--- src/rtl/e1_ts0_pkg.sv ---
package e1_ts0_pkg;
   localparam int BYTE_W   = 8;
   localparam int NUM_MF   = 8;
   // host address map
   localparam int A_ALIGN  = 0;
   localparam int A_NALIGN = 1;
   localparam int A_SEL    = 2;
   localparam int A_STAT   = 3;
   localparam int A_MF0    = 4;
   // multiframe register order
   localparam int MF_SI_AL = 0;
   localparam int MF_SI_NA = 1;
   localparam int MF_ALARM = 2;
   localparam int MF_SA4   = 3;
   typedef logic [BYTE_W-1:0] byte_t;
endpackage

--- src/rtl/e1_ts0_hostregs.sv ---
module e1_ts0_hostregs
   import e1_ts0_pkg::*;
#(
   parameter int ADDR_W   = 4,
   parameter int STAT_BIT = 0,
   parameter bit SET_WINS = 1'b1
) (
   input  logic                         clk,
   input  logic                         rst_n,
   input  logic                         wr_en,
   input  logic [ADDR_W-1:0]            wr_addr,
   input  logic [BYTE_W-1:0]            wr_data,
   input  logic                         mf_evt,
   output logic [BYTE_W-1:0]            align_q,
   output logic [BYTE_W-1:0]            nalign_q,
   output logic [BYTE_W-1:0]            sel_q,
   output logic [NUM_MF-1:0][BYTE_W-1:0] mf_q,
   output logic                         flag_q
);
   localparam int TOP_ADDR = A_MF0 + NUM_MF - 1;

   generate
      if ((1 << ADDR_W) <= TOP_ADDR) begin : g_bad_addr
         $error("ADDR_W too small for the register map");
      end
      if (STAT_BIT >= BYTE_W) begin : g_bad_stat
         $error("STAT_BIT outside the data byte");
      end
   endgenerate

   logic clr_req;
   assign clr_req = wr_en && (wr_addr == ADDR_W'(A_STAT)) && wr_data[STAT_BIT];

   always_ff @(posedge clk) begin
      if (!rst_n) begin
         align_q  <= '0;
         nalign_q <= '0;
         sel_q    <= '0;
      end else if (wr_en) begin
         if (wr_addr == ADDR_W'(A_ALIGN))  align_q  <= wr_data;
         if (wr_addr == ADDR_W'(A_NALIGN)) nalign_q <= wr_data;
         if (wr_addr == ADDR_W'(A_SEL))    sel_q    <= wr_data;
      end
   end

   genvar k;
   generate
      for (k = 0; k < NUM_MF; k++) begin : g_mf
         always_ff @(posedge clk) begin
            if (!rst_n)
               mf_q[k] <= '0;
            else if (wr_en && wr_addr == ADDR_W'(A_MF0 + k))
               mf_q[k] <= wr_data;
         end
      end

      if (SET_WINS) begin : g_set_wins
         always_ff @(posedge clk) begin
            if (!rst_n)       flag_q <= 1'b0;
            else if (mf_evt)  flag_q <= 1'b1;
            else if (clr_req) flag_q <= 1'b0;
         end
      end else begin : g_clr_wins
         always_ff @(posedge clk) begin
            if (!rst_n)       flag_q <= 1'b0;
            else if (clr_req) flag_q <= 1'b0;
            else if (mf_evt)  flag_q <= 1'b1;
         end
      end
   endgenerate

   // a multiframe start always leaves the flag set
   p_flag_set_r8: assert property (@(posedge clk) disable iff (!rst_n)
      mf_evt && (SET_WINS || !clr_req) |=> flag_q);
   // the flag stays set unless a clear is requested
   p_flag_sticky_r8: assert property (@(posedge clk) disable iff (!rst_n)
      flag_q && !clr_req |=> flag_q);
   // a clear without a multiframe start drops the flag
   p_flag_clr_r8: assert property (@(posedge clk) disable iff (!rst_n)
      clr_req && !mf_evt |=> !flag_q);
endmodule

--- src/rtl/e1_ts0_mfshift.sv ---
module e1_ts0_mfshift
   import e1_ts0_pkg::*;
(
   input  logic                          clk,
   input  logic                          rst_n,
   input  logic                          frame_stb,
   input  logic                          align_frm,
   input  logic                          mf_evt,
   input  logic [NUM_MF-1:0][BYTE_W-1:0] load_val,
   output logic [NUM_MF-1:0]             cur_bit
);
   genvar k;
   generate
      for (k = 0; k < NUM_MF; k++) begin : g_sh
         logic [BYTE_W-1:0] sh_q;
         logic [BYTE_W-1:0] src;
         logic              uses;

         if (k == MF_SI_AL) begin : g_al
            assign uses = align_frm;
         end else begin : g_na
            assign uses = !align_frm;
         end

         assign src        = mf_evt ? load_val[k] : sh_q;
         assign cur_bit[k] = src[BYTE_W-1];

         always_ff @(posedge clk) begin
            if (!rst_n)
               sh_q <= '0;
            else if (frame_stb && uses)
               sh_q <= {src[BYTE_W-2:0], 1'b0};
            else if (mf_evt)
               sh_q <= src;
         end
      end
   endgenerate
endmodule

--- src/rtl/e1_ts0_assemble.sv ---
module e1_ts0_assemble
   import e1_ts0_pkg::*;
(
   input  logic              align_frm,
   input  logic [BYTE_W-1:0] align_q,
   input  logic [BYTE_W-1:0] nalign_q,
   input  logic [BYTE_W-1:0] sel_q,
   input  logic [NUM_MF-1:0] cur_bit,
   output logic [BYTE_W-1:0] byte_nxt
);
   logic [BYTE_W-1:0] al_byte;
   logic [BYTE_W-1:0] na_byte;

   assign al_byte = {sel_q[7] ? cur_bit[MF_SI_AL] : align_q[7], align_q[6:0]};

   assign na_byte[7] = sel_q[6] ? cur_bit[MF_SI_NA] : nalign_q[7];
   assign na_byte[6] = nalign_q[6];
   assign na_byte[5] = sel_q[5] ? cur_bit[MF_ALARM] : nalign_q[5];

   genvar p;
   generate
      for (p = 0; p < 5; p++) begin : g_sa
         // bit 4 carries Sa4 ... bit 0 carries Sa8
         assign na_byte[p] = sel_q[p] ? cur_bit[MF_SA4 + 4 - p] : nalign_q[p];
      end
   endgenerate

   assign byte_nxt = align_frm ? al_byte : na_byte;
endmodule

--- src/rtl/e1_ts0_inserter.sv ---
module e1_ts0_inserter
   import e1_ts0_pkg::*;
#(
   parameter int ADDR_W   = 4,
   parameter int STAT_BIT = 0,
   parameter bit SET_WINS = 1'b1
) (
   input  logic              clk,
   input  logic              rst_n,
   input  logic              frame_stb,
   input  logic              align_frm,
   input  logic              mf_stb,
   input  logic              wr_en,
   input  logic [ADDR_W-1:0] wr_addr,
   input  logic [7:0]        wr_data,
   output logic [7:0]        ts0_byte,
   output logic              mf_flag
);
   generate
      if (BYTE_W != 8 || NUM_MF != 8) begin : g_bad_shape
         $error("E1 timeslot-0 layout needs 8-bit bytes and 8 multiframe registers");
      end
   endgenerate

   logic                          mf_evt;
   logic [BYTE_W-1:0]             align_q, nalign_q, sel_q, byte_nxt;
   logic [NUM_MF-1:0][BYTE_W-1:0] mf_q;
   logic [NUM_MF-1:0]             cur_bit;

   assign mf_evt = frame_stb && mf_stb;

   e1_ts0_hostregs #(
      .ADDR_W  (ADDR_W),
      .STAT_BIT(STAT_BIT),
      .SET_WINS(SET_WINS)
   ) i_regs (
      .clk     (clk),
      .rst_n   (rst_n),
      .wr_en   (wr_en),
      .wr_addr (wr_addr),
      .wr_data (wr_data),
      .mf_evt  (mf_evt),
      .align_q (align_q),
      .nalign_q(nalign_q),
      .sel_q   (sel_q),
      .mf_q    (mf_q),
      .flag_q  (mf_flag)
   );

   e1_ts0_mfshift i_shift (
      .clk      (clk),
      .rst_n    (rst_n),
      .frame_stb(frame_stb),
      .align_frm(align_frm),
      .mf_evt   (mf_evt),
      .load_val (mf_q),
      .cur_bit  (cur_bit)
   );

   e1_ts0_assemble i_asm (
      .align_frm(align_frm),
      .align_q  (align_q),
      .nalign_q (nalign_q),
      .sel_q    (sel_q),
      .cur_bit  (cur_bit),
      .byte_nxt (byte_nxt)
   );

   always_ff @(posedge clk) begin
      if (!rst_n)         ts0_byte <= '0;
      else if (frame_stb) ts0_byte <= byte_nxt;
   end

   // no strobe, no change
   p_hold_r9: assert property (@(posedge clk) disable iff (!rst_n)
      !frame_stb |=> $stable(ts0_byte));
   // the alignment word goes out as stored
   p_align_word_r2: assert property (@(posedge clk) disable iff (!rst_n)
      frame_stb && align_frm |=> ts0_byte[6:0] == $past(align_q[6:0]));
   // the fixed position is sent as stored, never forced
   p_fixed_pos_r3: assert property (@(posedge clk) disable iff (!rst_n)
      frame_stb && !align_frm |=> ts0_byte[6] == $past(nalign_q[6]));
   // with nothing selected, the non-alignment byte passes unchanged
   p_no_sel_r4: assert property (@(posedge clk) disable iff (!rst_n)
      frame_stb && !align_frm && sel_q[6:0] == 7'd0 |=> ts0_byte == $past(nalign_q));
endmodule

--- config.mk ---
export PLATFORM = sky130hd
export DESIGN_NAME = e1_ts0_inserter
export DESIGN_NICKNAME = d
export VERILOG_FILES = /design/src/rtl/e1_ts0_pkg.sv /design/src/rtl/e1_ts0_hostregs.sv /design/src/rtl/e1_ts0_mfshift.sv /design/src/rtl/e1_ts0_assemble.sv /design/src/rtl/e1_ts0_inserter.sv
export SDC_FILE = /design/constraint.sdc
export NUM_CORES = 1
export LEC_CHECK = 0
export BUFFER_PORTS_ARGS = -buffer_cell sky130_fd_sc_hd__clkbuf_2
export CAP_MARGIN = 10
export CORE_UTILIZATION = 55
export DETAILED_ROUTE_END_ITERATION = 8
export GPL_TIMING_DRIVEN = 1
export HOLD_SLACK_MARGIN = 0.15
export PLACE_DENSITY = 0.82
export RECOVER_POWER = 100
export SYNTH_ARGS = -nofsm -noshare
export SYNTH_HDL_FRONTEND = slang
export SYNTH_SLANG_ARGS = --single-unit
--- constraint.sdc ---
create_clock -name clk -period 1.2 [get_ports clk]
set_input_delay 0.12 -clock clk [delete_from_list [all_inputs] [get_ports clk]]
set_output_delay 0.12 -clock clk [all_outputs]
set_load 0.05 [all_outputs]
==> impl_metrics.py <==
metrics = {
    "clocking": {
        "cts-root-buf": "clkbuf_16",
        "clk_path_buf_depth": 2,
        "cts_max_level": 4,
        "insertion_delay_ns": 0.43,
        "cts_tree": "built",
        "clk_pin_slew_ns": 0.06,
        "cts_buffers": 17,
        "clock_sinks": 161,
    },
    "sta": {
        "setup_viol": 0,
        "period_needed_ns": 1.174,
        "final.setup.tns_ns": 0,
        "hold-worst-slack_ns": 0.2064,
        "fin_crit_sh": 0.9783,
        "tightest_slew_ns": 0.4527,
        "maxSlewViolCount": 0,
        "max_slew_margin": 0.6973,
        "max_freq_ghz": 0.8518,
        "skew_ns": 0.005102,
        "hold_viol": 0,
        "rsz0062_at_grt": "false",
    },
    "logic_synthesis": {
        "ys_async_sr_fraction": 0,
        "syn_area_sq_um": 6685,
        "synth_edf_count": 0,
        "synth_top_area_cell": "dfxtp_1",
        "ys_seq_elements": 161,
        "ys_seq_area_frac": 0.4821,
        "syn_inst": 710,
        "yosys_warnings": 0,
        "synthFlopType": "dfxtp_1",
        "synth_top_area_share": 0.4821,
        "postSynthAreaPerCell_sq_um": 9.416,
        "synth_cell_types": 40,
        "syn-num-nets": 728,
        "synth_area_leaders": "dfxtp_1, mux2i_1, nor2_1",
    },
    "routing": {
        "vias": 5633,
        "dr.max_layer_used": "met4",
        "wl_met3_microns": 1249,
        "wirelength_microns": 16780,
        "vias_per_cell": 6.123,
        "drt_iter0_drc": 556,
        "dr_wl_met2_microns": 8070,
        "ant_nets": 0,
        "wl_per_cell_microns": 18.24,
        "wl_met1_microns": 7130,
        "route.detailed.drc": 6,
        "dr.pass1.iters": 9,
    },
    "global_route": {
        "grt_pass1_vias": 5503,
        "grt_max_degree": 45,
        "grt-ovfl-total": 0,
        "track_usage": 0.2776,
        "antenna_found_initial": 0,
        "grt_pass1_wl_microns": 27340,
    },
    "floorplan": {
        "die_x_microns": 112.3,
        "ios": 27,
        "die-area_sq_um": 12600,
        "core_area_sq_um": 11610,
        "fp-row-count": 39,
        "start_util": 0.5756,
        "die_h_microns": 112.3,
    },
    "finish": {
        "multi_input_area_sq_um": 3152,
        "antenna_cells": 0,
        "drive_above_1_share": 0.1634,
        "nets": 782,
        "syn2layout_area_growth_pct": 19.71,
        "post-route-util": 0.6891,
        "n_fill_cell": 819,
        "design_area_sq_um": 8003,
        "regArea_sq_um": 3223,
    },
    "status": {
        "violations": "DRC",
        "status": "finished with violations",
    },
    "critical_path": {
        "worstPathCellList": "clkbuf_4",
        "cp-end-kind": "output pin",
        "crit_arrival_ns": 1.05,
        "cp-start-kind": "register",
        "slowest_delay_ns": 0.37,
        "worst-setup-path-type": "register to output pin",
        "critical_path_buf_inv_count": 1,
        "required_ns": 1.08,
        "crit_slowest_cell": "dfxtp_1",
        "critPathTopFamily": "flip-flops",
        "cp_max_fo": 2,
    },
    "placement": {
        "numPortBuffers": 26,
        "globalplace.congestion": 0.8249,
        "hpwl_microns": 10570,
        "dpl-instance-area_sq_um": 7448,
    },
    "pwr": {
        "p_sw_frac": 0.2285,
        "comb_power_share": 0.077,
        "ir_drop_v": 0.0009840,
        "power_density_nw_per_um2": 1415,
        "power.net_switching_w": 0.002588,
        "p_leak_nw": 3.223,
        "p_seq_frac": 0.481,
        "intPower_w": 0.008739,
        "pwr-share-clk": 0.442,
        "power.total_w": 0.01133,
    },
    "job": {
        "cap_violations": 0,
    },
    "min_path": {
        "min-delay-path-class": "input pin to register",
    },
}
-- power by group through the flow --
| stage | clock network (W) | logic [W] | registers [W] |
|---|---|---|---|
| 2_1_floorplan | 0 | 0.000472 | 0.00557 |
| 3_3_place_gp | 0 | 0.000842 | 0.00556 |
| 3_5_place_dp | 0 | 0.000858 | 0.00556 |
| 4_1_cts | 0.00503 | 0.000878 | 0.00544 |
| 5_1_grt | 0.00528 | 0.000926 | 0.00545 |
| 6_report | 0.00501 | 0.000876 | 0.00545 |
-- path summary, 6_finish.rpt --
| check | depth (start not counted) | slack, ns | endpoint | from |
|---|---|---|---|---|
| worst max-delay path | 1 | 0.03 | ts0_byte[7] | ts0_byte[7] |
| worst min-delay path | 3 | 0.21 | i_regs.align_q[5] | wr_data[5] |
| worst max register to register | 4 | 0.22 | i_shift.g_sh[3].sh_q[2] | i_regs.mf_q[25] |
| worst min register to register | 2 | 0.46 | i_regs.align_q[3] | i_regs.align_q[3] |
-- timing repair --
| item | CTS | global route |
|---|---|---|
| gates resized for setup | 0 | 5 |
| endpoints found under the hold margin | 14 | 0 |
| setup endpoints to repair | 0 | 11 |
| buffers inserted | 0 | 0 |
| hold buffers | 5 | 0 |
-- Yosys cell counts, types with 2 or more instances --
| master | instances |
|---|---|
| dfxtp_1 | 161 |
| mux2i_1 | 111 |
| nor2_1 | 99 |
| o22ai_1 | 42 |
| nor2b_1 | 36 |
| nand2_1 | 34 |
| buf_2 | 32 |
| a31oi_1 | 31 |
| clkbuf_1 | 26 |
| a22oi_1 | 25 |
| a21oi_1 | 22 |
| o21ai_0 | 21 |
| nand3_1 | 11 |
| a211o_1 | 7 |
| a221oi_1 | 7 |
| a211oi_1 | 6 |
| nand2b_1 | 6 |
| nor2_2 | 4 |
| a311oi_1 | 3 |
| and3_1 | 2 |
| buf_1 | 2 |
| buf_4 | 2 |
| inv_1 | 2 |
| nor2_4 | 2 |
-- metrics by stage --
step | setup WS (ns) | instances
after detailed placement | -0.2316 | 883
after global placement | -0.1372 | 883
after CTS | 0.006058 | 920
after floorplan | 0.03858 | 710
after global routing | 0.007468 | 920
final | 0.02605 | 920
-- area by class of cell --
type / instances / share of cell area
clock buffer: 26 / 0.06113
clock inverter: 6 / 0.006879
inverter: 3 / 0.001720
multi-input combinational: 483 / 0.3938
sequential: 161 / 0.4028
tap: 143 / 0.02236
timing repair buffer: 98 / 0.1113
-- routing by layer --
metal / up-vias / track usage
li1: 2650 / -
met1: 2686 / 0.3494
met2: 259 / 0.4671
met3: 38 / 0.06695
met4: 0 / 0.09511
met5: - / 0
-- cell families (layout without fill, tap and decap cells) --
group / after synthesis / after routing / synth area share
flip-flops: 161 / 161 / 0.4821
AO/OA/AOI/OAI: 169 / 169 / 0.1632
multiplexers: 112 / 112 / 0.1679
AND/OR/NAND/NOR: 202 / 202 / 0.1415
buffers and inverters: 66 / 133 / 0.04529
-- placed cells by master (no fill, tap or decap), types with 21 or more instances in the layout --
| cell | netlist | routed |
|---|---|---|
| a22oi_1 | 25 | 25 |
| nor2b_1 | 36 | 36 |
| mux2i_1 | 111 | 111 |
| a21oi_1 | 22 | 22 |
| nor2_1 | 99 | 100 |
| o21ai_0 | 21 | 21 |
| nand2_1 | 34 | 34 |
| a31oi_1 | 31 | 31 |
| buf_4 | 2 | 47 |
| o22ai_1 | 42 | 42 |
| dfxtp_1 | 161 | 161 |
| clkbuf_2 | 0 | 23 |
-- sequential cells by signal, summed over array words and instances (netlist names) --
register           flops
i_regs.align_q         8
i_shift.g_sh.sh_q     64
i_regs.sel_q           8
i_regs.flag_q          1
i_regs.mf_q           64
ts0_byte               8
i_regs.nalign_q        8
Note: power is estimated with default switching activity, not from simulation.
